==> src/rtl/ref_period_pkg.sv <==
package ref_period_pkg;

    typedef enum logic {
        ADDR_PERIOD = 1'b0,
        ADDR_CTRL   = 1'b1
    } reg_addr_e;

    typedef struct packed {
        logic edge_fall;   // bit 1: 1 = falling edge reloads
        logic rl_en;       // bit 0: video reload enable
    } ctrl_t;

    localparam int unsigned CTRL_W = $bits(ctrl_t);

    function automatic logic pick_edge(input logic cur, input logic prev, input logic fall);
        return fall ? (prev & ~cur) : (cur & ~prev);
    endfunction

endpackage

==> src/rtl/rpg_regs.sv <==
module rpg_regs
    import ref_period_pkg::*;
#(
    parameter int unsigned PER_W = 16
) (
    input  logic             clk,
    input  logic             rst,
    input  logic             lp_init,
    input  logic             bus_sel,
    input  logic             bus_wr,
    input  logic             bus_rd,
    input  logic             bus_addr,
    input  logic [PER_W-1:0] bus_wdata,
    input  logic             match,
    output logic [PER_W-1:0] bus_rdata,
    output logic [PER_W-1:0] act_per,
    output logic [PER_W-1:0] buf_per,
    output ctrl_t            ctrl,
    output logic             force_xfer
);
    localparam logic [PER_W-1:0] ALL_ONES = '1;

    logic wr_period, wr_ctrl, rd_ctrl;

    assign wr_period  = bus_sel & bus_wr & (reg_addr_e'(bus_addr) == ADDR_PERIOD);
    assign wr_ctrl    = bus_sel & bus_wr & (reg_addr_e'(bus_addr) == ADDR_CTRL);
    assign rd_ctrl    = bus_sel & bus_rd & (reg_addr_e'(bus_addr) == ADDR_CTRL);
    assign force_xfer = bus_sel & bus_rd & (reg_addr_e'(bus_addr) == ADDR_PERIOD);

    // Shadow buffer and active compare value
    always_ff @(posedge clk) begin
        if (rst || lp_init) begin
            buf_per <= ALL_ONES;
            act_per <= ALL_ONES;
        end else begin
            if (match || force_xfer) act_per <= buf_per;
            if (wr_period)           buf_per <= bus_wdata;
        end
    end

    // Control bits survive low-power initialisation
    always_ff @(posedge clk) begin
        if (rst)          ctrl <= '0;
        else if (wr_ctrl) ctrl <= ctrl_t'(bus_wdata[CTRL_W-1:0]);
    end

    always_comb begin
        bus_rdata = '0;
        if (rd_ctrl) bus_rdata = {{(PER_W-CTRL_W){1'b0}}, ctrl};
    end
endmodule

==> src/rtl/rpg_vsync.sv <==
module rpg_vsync
    import ref_period_pkg::*;
#(
    parameter int unsigned SYNC_STAGES = 2
) (
    input  logic clk,
    input  logic rst,
    input  logic vff_in,
    input  logic rl_en,
    input  logic edge_fall,
    input  logic gate,
    output logic reload
);
    logic [SYNC_STAGES-1:0] sync_q;
    logic                   prev_q;

    generate
        if (SYNC_STAGES == 1) begin : g_one
            always_ff @(posedge clk) begin
                if (rst) sync_q <= '0;
                else     sync_q <= vff_in;
            end
        end else begin : g_chain
            always_ff @(posedge clk) begin
                if (rst) sync_q <= '0;
                else     sync_q <= {sync_q[SYNC_STAGES-2:0], vff_in};
            end
        end
    endgenerate

    always_ff @(posedge clk) begin
        if (rst) prev_q <= 1'b0;
        else     prev_q <= sync_q[SYNC_STAGES-1];
    end

    assign reload = rl_en & gate & pick_edge(sync_q[SYNC_STAGES-1], prev_q, edge_fall);
endmodule

==> src/rtl/rpg_counter.sv <==
module rpg_counter #(
    parameter int unsigned PER_W = 16
) (
    input  logic             clk,
    input  logic             rst,
    input  logic             lp_init,
    input  logic             tick_en,
    input  logic [PER_W-1:0] act_per,
    input  logic             reload,
    output logic [PER_W-1:0] cnt_q,
    output logic             match,
    output logic             ref_out
);
    localparam logic [PER_W-1:0] ONE = PER_W'(1);

    // Reload takes priority over a match on the same edge
    assign match = tick_en & (cnt_q == act_per) & ~reload;

    always_ff @(posedge clk) begin
        if (rst || lp_init) begin
            cnt_q   <= '0;
            ref_out <= 1'b0;
        end else if (reload) begin
            cnt_q   <= '0;
        end else if (match) begin
            cnt_q   <= '0;
            ref_out <= ~ref_out;
        end else if (tick_en) begin
            cnt_q   <= cnt_q + ONE;
        end
    end
endmodule

==> src/rtl/ref_period_gen.sv <==
module ref_period_gen
    import ref_period_pkg::*;
#(
    parameter int unsigned PER_W       = 16,
    parameter int unsigned SYNC_STAGES = 2
) (
    input  logic             clk,
    input  logic             rst,
    input  logic             lp_init,
    input  logic             tick_en,
    input  logic             bus_sel,
    input  logic             bus_wr,
    input  logic             bus_rd,
    input  logic             bus_addr,
    input  logic [PER_W-1:0] bus_wdata,
    output logic [PER_W-1:0] bus_rdata,
    input  logic             pb_fixed,
    input  logic             vff_in,
    output logic             ref_out
);
    logic [PER_W-1:0] act_per, buf_per, cnt_q;
    logic             match, reload, force_xfer;
    ctrl_t            ctrl;

    rpg_regs #(.PER_W(PER_W)) u_regs (
        .clk(clk), .rst(rst), .lp_init(lp_init),
        .bus_sel(bus_sel), .bus_wr(bus_wr), .bus_rd(bus_rd),
        .bus_addr(bus_addr), .bus_wdata(bus_wdata), .match(match),
        .bus_rdata(bus_rdata), .act_per(act_per), .buf_per(buf_per),
        .ctrl(ctrl), .force_xfer(force_xfer)
    );

    rpg_vsync #(.SYNC_STAGES(SYNC_STAGES)) u_vsync (
        .clk(clk), .rst(rst), .vff_in(vff_in),
        .rl_en(ctrl.rl_en), .edge_fall(ctrl.edge_fall), .gate(pb_fixed),
        .reload(reload)
    );

    rpg_counter #(.PER_W(PER_W)) u_cnt (
        .clk(clk), .rst(rst), .lp_init(lp_init), .tick_en(tick_en),
        .act_per(act_per), .reload(reload),
        .cnt_q(cnt_q), .match(match), .ref_out(ref_out)
    );
endmodule

==> config.mk <==
export PLATFORM = sky130hd
export DESIGN_NAME = ref_period_gen
export DESIGN_NICKNAME = d
export VERILOG_FILES = /design/src/rtl/ref_period_pkg.sv /design/src/rtl/rpg_regs.sv /design/src/rtl/rpg_vsync.sv /design/src/rtl/rpg_counter.sv /design/src/rtl/ref_period_gen.sv
export SDC_FILE = /design/constraint.sdc
export NUM_CORES = 1
export LEC_CHECK = 0
export ABC_AREA = 1
export BUFFER_PORTS_ARGS = -buffer_cell sky130_fd_sc_hd__buf_2
export CORE_MARGIN = 2
export CORE_UTILIZATION = 45
export DETAILED_ROUTE_END_ITERATION = 8
export PLACE_DENSITY = 0.68
export SKIP_CTS_REPAIR_TIMING = 1
export SYNTH_ARGS = -nofsm -noshare
export SYNTH_HDL_FRONTEND = slang
export SYNTH_HIERARCHICAL = 1
export SYNTH_SLANG_ARGS = --single-unit
export TNS_END_PERCENT = 1
==> constraint.sdc <==
create_clock -name clk -period 1.62 [get_ports clk]
set_input_delay 0.162 -clock clk [delete_from_list [all_inputs] [get_ports clk]]
set_output_delay 0.162 -clock clk [all_outputs]
set_load 0.01 [all_outputs]
==> results of run 1 <==
registers in the layout, indices dropped and copies added (netlist names):
name,count
u_cnt/ref_out,1
u_regs/ctrl,2
u_regs/act_per,16
u_vsync/prev_q,1
u_vsync/sync_q,2
u_regs/buf_per,16
u_cnt/cnt_q,16
cell type report:
class / count / area, µm²
inverter: 46 / 177.7
multi-input combinational: 298 / 1615
fill: 607 / 2945
timing repair buffer: 50 / 312.8
clock inverter: 2 / 15.01
tap: 77 / 96.34
sequential: 54 / 1119
clock buffer: 5 / 68.82
through the flow:
stage	power, mW	std cells	hold WS (ns)	utilization, %	worst slack (ns)
finish	2.323	532	0.05327	53.62	0.05841
global route	2.440	532	0.04441	53.62	-0.05359
CTS	2.353	530	0.04063	51.45	-0.02505
detailed placement	1.613	523	0.3706	50.13	-0.01426
global placement	1.608	523	0.3615	50.13	0.01150
floorplan	1.590	426	0.2332	-	0.08362
power by group through the flow:
stage / clock network, mW / registers [mW] / logic, mW
finish: 0.740 / 1.36 / 0.218
detailed placement: 0 / 1.40 / 0.212
floorplan: 0 / 1.40 / 0.194
global placement: 0 / 1.40 / 0.208
global route: 0.824 / 1.37 / 0.248
CTS: 0.770 / 1.37 / 0.213
critical path, cell delays in order, from the launching register on:
cell and delay [ns]:
dfxtp_2 0.35, inv_1 0.05, nand2_2 0.06, o21ai_0 0.08, nor2_1 0.14, nand2_1 0.06, nor2_1 0.10, nand4_1 0.14
inv_2 0.10, inv_4 0.06, buf_6 0.13, nand3_1 0.09, nand3_2 0.08
worst min path at each step:
stage	startpoint	to	slack (ns)
after global placement	vff_in	u_vsync/sync_q[0]	0.36
after detailed placement	vff_in	u_vsync/sync_q[0]	0.37
final	vff_in	u_vsync/sync_q[0]	0.05
after CTS	vff_in	u_vsync/sync_q[0]	0.04
after floorplan	rst	u_vsync/sync_q[0]	0.23
after global routing	vff_in	u_vsync/sync_q[0]	0.04
metal layers:
metal,wire length (µm),vias to the layer above
met3,228,8
li1,-,1377
met2,2692,59
met4,84,0
met1,2923,1117
met5,0,-
==> impl_results.md, run 1 <==
* Outcome: finished, final reports clean
* Combinational power share at 9.4%
* Required @ worst endpoint at 1.81 ns
* Io pins at 43
* RSZ-0062 raised after global routing: true
* Clock transition at path regs at 0.09 ns
* Avg Vias per Cell at 4.814
* Mapped cell area at 2968 µm²
* Crit. Startpoint: u_regs/act_per[1]
* Clock power share at 31.9%
* Synth Instances at 413
* WL/cell at 11.14 µm
* N_diodes at 0
* Sequential Power Share at 58.7%
* Layout Nets at 482
* Worst-path maximum fanout at 8
* Iteration-0 DRC count of the detailed router at 117
* Worst R2R Setup Slack at 0.06 ns
* Commonest cells after routing, fill and taps aside: nand2_1 (94), nand3_1 (41), inv_1 (35), dfxtp_1 (34), nor2_1 (30)
* DRC viols at 0
* Setup TNS at 0 ns
* Layout cell share with drive strength beyond 1 at 33.63%
* Pint at 1.717 mW
* CTS tree: yes
* Final WL at 5.928 mm
* Vias at 2561
* Largest net degree at the start of global routing at 33
* Worst setup path endpoint: u_regs/act_per[12]
* P_sw at 0.6058 mW
* # port buffers at 28
* Peak supply drop at 0.0005034 V
* DRT Pass-1 Iters at 4
* Maximum clock rate at 640.4 MHz
* Worst-Skew Late Latency at 0.31 ns
* Reg2reg end: u_regs/act_per[12]
* Synth Warn # at 6
* Maximum buffer depth of the clock tree at 2
* Vias in the first global route at 2182
* Sw frac at 26.08%
* Skew final at 0.008920 ns
* Min cycle time layout at 1.562 ns
* Gr busiest metal: met2
* FF-to-FF Start: u_regs/act_per[1]
* GP Congestion at 0.8482
* LEAKAGE at 1.605 nW
* Mapped Avg Cell Area at 7.186 µm²
* Hold path depth at 3
* Final Slew Violations at 0
* TritonCTS Buffers at 5
* GRT overflow at 0
* Total number of H-tree levels at 2
* FF-to-FF path depth at 12
* Tot GR Track Use at 16.59%
* Met1 Usage GRT at 23.39%
* Die width at 85.21 µm
* Worst setup SP type: flop
* Die Y-Extent at 85.21 µm
* Initial Util at 46.74%
* Clock root buffer: clkbuf_8
* Commonest non-fill, non-tap cell in the layout: nand2_1
* Worst Path Arrival at 1.75 ns
* WS Path Type: reg -> reg
* Post-DP HPWL at 4.474 mm
* Layout area overhead at 14.71%
* Core area at 6350 µm²
* Final hold viol count at 0
* Worst Hold Class: in -> reg
* Max Cap Viol at 0
* Area after DPL at 3183 µm²
* Final ANT Viol Nets at 0
* Design area at 3405 µm²
* Period utilization at 96.39%
* Global-route wire length before repair at 9.867 mm
* M3 GR Usage at 3.210%
* Initial antenna violation count at 0
* # setup viols final at 0
* Cell Pwr Density at 682.3 nW/µm²
* GR Util met2 at 25.71%
* CTS Sinks at 54
* Site row count at 29
* CP endpoint kind: flop
* Die ar. at 7261 µm²
No activity file was read; power rests on OpenSTA's default activity.
==> run 2, diff against run 1 <==
Settings changed: PLACE_DENSITY 0.68 to 0.69, SYNTH_HIERARCHICAL 1 to unset.
==> impl_results.md, run 2 <==
* P_sw at 0.6107 mW (was 0.6058 mW)
* CTS Sinks at 54 (unchanged)
* LEAKAGE at 1.531 nW (was 1.605 nW)
* Total number of H-tree levels at 2 (unchanged)
* Outcome: finished, final reports clean (unchanged)
* Maximum buffer depth of the clock tree at 2 (unchanged)
* Core area at 5507 µm² (was 6350 µm²)
* Worst-path maximum fanout at 8 (unchanged)
* Pint at 1.749 mW (was 1.717 mW)
* Avg Vias per Cell at 4.736 (was 4.814)
* Post-synth top area share at 42.02%
* Die ar. at 6338 µm² (was 7261 µm²)
* Cell Pwr Density at 775.7 nW/µm² (was 682.3 nW/µm²)
* Largest regs: u_cnt.cnt_q x16, u_regs.act_per x16, u_regs.buf_per x16 (was u_cnt/cnt_q x16, u_regs/act_per x16, u_regs/buf_per x16)
* Clock transition at path regs at 0.11 ns (was 0.09 ns)
* Worst-Skew Late Latency at 0.32 ns (was 0.31 ns)
* Synth Instances at 376 (was 413)
* Mapped cell area at 2572 µm² (was 2968 µm²)
* Synth Area in Compound Gates at 3.064%
* Layout Nets at 439 (was 482)
* Die Y-Extent at 79.61 µm (was 85.21 µm)
* Fin worst setup slack at 0.03575 ns (was 0.05841 ns)
* Peak supply drop at 0.0004920 V (was 0.0005034 V)
* Skew final at 0.007633 ns (was 0.008920 ns)
* DRT Pass-1 Iters at 4 (unchanged)
* Tot GR Track Use at 17.38% (was 16.59%)
* Worst Path Arrival at 1.79 ns (was 1.75 ns)
* Sw frac at 25.88% (was 26.08%)
* Critical path's slowest cell: dfxtp_4 (was dfxtp_2)
* Vias at 2297 (was 2561)
* Worst Hold Class: in -> reg (unchanged)
* Asr flop ratio synth at 0%
* Worst hold-check slack at 0.03230 ns (was 0.05327 ns)
* Simple-gate share of the synthesized area at 38.18%
* Maximum clock rate at 631.2 MHz (was 640.4 MHz)
* Slowest stage delay, CP at 0.38 ns (was 0.35 ns)
* Netlist cell types at 28
* Final WL at 5.277 mm (was 5.928 mm)
* Post-DP HPWL at 3.772 mm (was 4.474 mm)
* Synth Warn # at 0 (was 6)
* Required @ worst endpoint at 1.82 ns (was 1.81 ns)
* Clock root buffer: clkbuf_8 (unchanged)
* Layout area overhead at 18.24% (was 14.71%)
* # port buffers at 28 (unchanged)
* Initial Util at 46.72% (was 46.74%)
* Mux contribution to synthesized area at 0%
* Post-Synth XOR/XNOR Area at 3.064%
* Sequential Power Share at 58.0% (was 58.7%)
* Mapped Avg Cell Area at 6.842 µm² (was 7.186 µm²)
* Site row count at 27 (was 29)
* Die width at 79.61 µm (was 85.21 µm)
* GP Congestion at 0.8901 (was 0.8482)
* Synth top cells by count: nand2_1 (116), nand3_1 (58), dfxtp_1 (54)
* Combinational power share at 8.0% (was 9.4%)
* WS Path Type: reg -> reg (unchanged)
* Setup WS pre-CTS at -0.01785 ns (was -0.01426 ns)
* RSZ-0062 raised after global routing: true (unchanged)
* # setup viols final at 0 (unchanged)
* CP endpoint kind: flop (unchanged)
* TritonCTS Buffers at 5 (unchanged)
* Final Power at 2.359 mW (was 2.323 mW)
* Most frequent CP cell: nand2_1 (was nor2_1)
* Count leader, synth: nand2_1
* Vias in the first global route at 2094 (was 2182)
* DRC viols at 0 (unchanged)
* WL/cell at 10.88 µm (was 11.14 µm)
* Global-route wire length before repair at 8.728 mm (was 9.867 mm)
* Largest net degree at the start of global routing at 33 (unchanged)
* CTS tree: yes (unchanged)
* Crit-path cells: buf_4 > nand2_1 > nand2_1 > nor2_2 > nand2_1 > nor2_2 > nand3_4 > clkbuf_16 > nand3_1 > nand3_1 (was inv_1 > nand2_2 > o21ai_0 > nor2_1 > nand2_1 > nor2_1 > nand4_1 > inv_2 > inv_4 > buf_6 > nand3_1 > nand3_2)
* Max Cap Viol at 0 (unchanged)
* Seq cells post-synth at 54
* Worst setup SP type: flop (unchanged)
* Initial antenna violation count at 0 (unchanged)
* GRT overflow at 0 (unchanged)
* EDFF count, synth at 0
* Commonest non-fill, non-tap cell in the layout: nand2_1 (unchanged)
* Final ANT Viol Nets at 0 (unchanged)
* Iteration-0 DRC count of the detailed router at 74 (was 117)
* Io pins at 43 (unchanged)
* Main combinational cell family by area after synthesis: simple AND/OR/NAND/NOR gates
* Synth Area in Adders at 0.4864%
* Clock power share at 34.0% (was 31.9%)
* Post-synth top area cell: dfxtp_1
* Sequential area share after synthesis at 42.02%
* N_diodes at 0 (unchanged)
* Primary FF master, synth: dfxtp_1
* Final hold viol count at 0 (unchanged)
* Period utilization at 97.79% (was 96.39%)
* Largest cells by area after synthesis: dfxtp_1 (42%), nand2_1 (17%), nand3_1 (11%), inv_1 (5.5%), nor2_1 (5.5%)
* Layout cell share with drive strength beyond 1 at 21.55% (was 33.63%)
* Min cycle time layout at 1.584 ns (was 1.562 ns)
* Commonest cells after routing, fill and taps aside: nand2_1 (114), dfxtp_1 (48), nand3_1 (44), inv_1 (38), nor2_1 (35) (was nand2_1 (94), nand3_1 (41), inv_1 (35), dfxtp_1 (34), nor2_1 (30))
* Final Slew Violations at 0 (unchanged)
==> run 2: worst max-delay path, delay by kind of cell (launching register included) <==
family,cells,cell delay [ns]
flops,1,0.38
simple gates,8,0.74
buf+inv,2,0.35
==> run 2: per-layer routing <==
layer / part of all wire [%] / global-route usage [%]
met2: 45 / 28.15
met1: 49 / 22.76
met3: 3.5 / 3.054
met4: 2.0 / 7.241
met5: 0 / 0
==> run 2: power by group through the flow <==
| stage | combinational (mW) | clock [mW] | sequential, mW |
|---|---|---|---|
| floorplan | 0.141 | 0 | 1.39 |
| global placement | 0.173 | 0 | 1.40 |
| detailed placement | 0.175 | 0 | 1.40 |
| CTS | 0.176 | 0.833 | 1.37 |
| global route | 0.217 | 0.880 | 1.37 |
| finish | 0.189 | 0.802 | 1.37 |
==> run 2: cell type report <==
cell class / instances / area, µm²
timing repair buffer: 41 / 275.3
inverter: 43 / 161.4
sequential: 54 / 1094
fill: 561 / 2465
tap: 72 / 90.09
multi-input combinational: 267 / 1324
clock buffer: 5 / 68.82
clock inverter: 3 / 28.78
==> run 2: worst paths after layout <==
check / startpoint / end / slack [ns] / depth (start not counted)
max: u_cnt.cnt_q[0] / u_regs.act_per[10] / 0.04 / 10
min: bus_wdata[8] / u_regs.buf_per[8] / 0.03 / 3
max reg2reg: u_cnt.cnt_q[0] / u_regs.act_per[10] / 0.04 / 10
min reg2reg: u_vsync.sync_q[0] / u_vsync.sync_q[1] / 0.40 / 2
==> run 2: kinds of logic (layout without fill, tap and decap cells) <==
| logic type | after synthesis | count (layout) |
|---|---|---|
| buf+inv | 68 | 92 |
| fa+ha+maj | 1 | 1 |
| simple gates | 229 | 229 |
| flops | 54 | 54 |
| xor+xnor | 9 | 9 |
| compound gates | 14 | 14 |
| other cells | 1 | 14 |
==> run 2: through the flow <==
| step | setup TNS (ns) | cells | util, % | area (µm²) |
|---|---|---|---|---|
| after global routing | -1.005 | 485 | 55.24 | 3042 |
| after detailed placement | -0.02217 | 473 | 50.13 | 2760 |
| after CTS | -0.1018 | 481 | 51.90 | 2858 |
| after global placement | -0.01416 | 473 | 50.13 | 2760 |
| after floorplan | 0 | 389 | - | 2621 |
| final | 0 | 485 | 55.24 | 3042 |
==> run 3, diff against run 2 <==
Settings changed: TNS_END_PERCENT 1 to 100.
Clock period 1.62 ns to 1.3 ns, I/O delays scaled along.
==> impl_results.md, run 3 (synthesis gave the netlist of run 2 again) <==
* Worst hold-check slack at 0.01427 ns (was 0.03230 ns)
* Core area at 5507 µm² (unchanged)
* Post-DP HPWL at 3.988 mm (was 3.772 mm)
* Largest net degree at the start of global routing at 33 (unchanged)
* Final ANT Viol Nets at 0 (unchanged)
* Layout cell share with drive strength beyond 1 at 36.60% (was 21.55%)
* Maximum buffer depth of the clock tree at 2 (unchanged)
* Maximum clock rate at 616.6 MHz (was 631.2 MHz)
* Slew HR at 64.12%
* Die ar. at 6338 µm² (unchanged)
* Fillers at 494 (was 561)
* Iteration-0 DRC count of the detailed router at 106 (was 74)
* Site row count at 27 (unchanged)
* Global-route wire length before repair at 9.080 mm (was 8.728 mm)
* Min cycle time layout at 1.622 ns (was 1.584 ns)
* WL/cell at 11.31 µm (was 10.88 µm)
* Skew final at 0.008791 ns (was 0.007633 ns)
* Largest regs: u_cnt.cnt_q x16, u_regs.act_per x16, u_regs.buf_per x16 (unchanged)
* Initial Util at 46.72% (unchanged)
* RSZ-0062 raised after global routing: true (unchanged)
* Commonest non-fill, non-tap cell in the layout: nand2_1 (unchanged)
* N_diodes at 0 (unchanged)
* Tot GR Track Use at 18.07% (was 17.38%)
* Vias at 2467 (was 2297)
* TritonCTS Buffers at 5 (unchanged)
* Worst-path maximum fanout at 5 (was 8)
* Peak supply drop at 0.0007402 V (was 0.0004920 V)
* Reg area at 1112 µm² (was 1094 µm²)
* Final hold viol count at 0 (unchanged)
* Worst Path Arrival at 1.82 ns (was 1.79 ns)
* Setup WS pre-CTS at -0.2426 ns (was -0.01785 ns)
* Required @ worst endpoint at 1.50 ns (was 1.82 ns)
* DRC viols at 0 (unchanged)
* # setup viols final at 33 (was 0)
* Worst setup SP type: flop (unchanged)
* Layout Nets at 485 (was 439)
* CP endpoint kind: flop (unchanged)
* WS Path Type: reg -> reg (unchanged)
* Avg Vias per Cell at 4.646 (was 4.736)
* Slew @ Worst Pin at 0.5367 ns
* Die width at 79.61 µm (unchanged)
* Initial antenna violation count at 0 (unchanged)
* Total number of H-tree levels at 2 (unchanged)
* DRT Pass-1 Iters at 4 (unchanged)
* # port buffers at 28 (unchanged)
* Io pins at 43 (unchanged)
* CTS tree: yes (unchanged)
* Max Cap Viol at 0 (unchanged)
* GRT overflow at 0 (unchanged)
* Fin worst setup slack at -0.3218 ns (was 0.03575 ns)
* Vias in the first global route at 2117 (was 2094)
* Commonest cells after routing, fill and taps aside: nand2_1 (108), buf_4 (51), nand3_1 (47), dfxtp_1 (35), inv_1 (33) (was nand2_1 (114), dfxtp_1 (48), nand3_1 (44), inv_1 (38), nor2_1 (35))
* LEAKAGE at 1.737 nW (was 1.531 nW)
* Area of the multi-input gates at 1444 µm² (was 1324 µm²)
* Cell Pwr Density at 835.2 nW/µm² (was 775.7 nW/µm²)
* Violated checks: setup timing
* Period utilization at 124.8% (was 97.79%)
* Worst-Skew Late Latency at 0.30 ns (was 0.32 ns)
* Final WL at 6.006 mm (was 5.277 mm)
* CTS Sinks at 54 (unchanged)
* Final Slew Violations at 0 (unchanged)
* Layout area overhead at 36.48% (was 18.24%)
* Clock transition at path regs at 0.10 ns (was 0.11 ns)
* GP Congestion at 0.7829 (was 0.8901)
* Clock root buffer: clkbuf_8 (unchanged)
* Worst Hold Class: in -> reg (unchanged)
* Die Y-Extent at 79.61 µm (unchanged)
* Outcome: finished with violations (was finished, final reports clean)
-- run 3: path summary, 6_finish.rpt --
check | slack (ns) | start | depth (start not counted) | to
max reg2reg | -0.32 | u_cnt.cnt_q[1] | 10 | u_cnt.cnt_q[10]
min | 0.01 | bus_wdata[7] | 3 | u_regs.buf_per[7]
max | -0.32 | u_cnt.cnt_q[1] | 10 | u_cnt.cnt_q[10]
min reg2reg | 0.42 | u_vsync.sync_q[0] | 2 | u_vsync.sync_q[1]
-- run 3: area by class of cell --
type	count	share of cell area (%)
multi-input combinational	269	41.13
sequential	54	31.68
timing repair buffer	85	17.46
inverter	43	4.597
tap	72	2.566
clock buffer	6	2.067
clock inverter	2	0.4989
-- run 3: worst max-delay path, cell delays in order (launching register included) --
cell and delay (ns):
dfxtp_2 0.34, buf_6 0.10, ha_4 0.14, nand2_4 0.05, nor2_4 0.11, inv_2 0.06
nor3_4 0.23, nand2_2 0.12, nor2_4 0.16, xor2_1 0.15, nor2_1 0.06
-- run 3: metal layers --
layer | vias up | GRT usage, % | routed length [µm]
met5 | - | 0 | 0
met4 | 0 | 5.172 | 50
met3 | 4 | 3.054 | 257
met2 | 55 | 29.66 | 2940
met1 | 1096 | 24.37 | 2757
li1 | 1312 | - | -
-- run 3: report_power, final --
part | leakage [nW] | internal [mW] | switching (mW)
Combinational | 1.25 | 0.119 | 0.159
Clock | 0.0458 | 0.392 | 0.559
Sequential | 0.441 | 1.68 | 0.0227
Total | 1.74 | 2.19 | 0.741
-- run 3: metrics by stage --
stage | area [µm²] | setup TNS, ns | std cells | power (mW) | util, %
2_1_floorplan | 2701 | -0.9842 | 389 | 1.924 | -
3_3_place_gp | 3118 | -5.588 | 511 | 1.988 | 56.62
3_5_place_dp | 3118 | -6.237 | 511 | 1.992 | 56.62
4_1_cts | 3208 | -6.738 | 519 | 2.939 | 58.26
5_1_grt | 3511 | -10.38 | 531 | 3.070 | 63.76
6_report | 3511 | -7.095 | 531 | 2.932 | 63.76
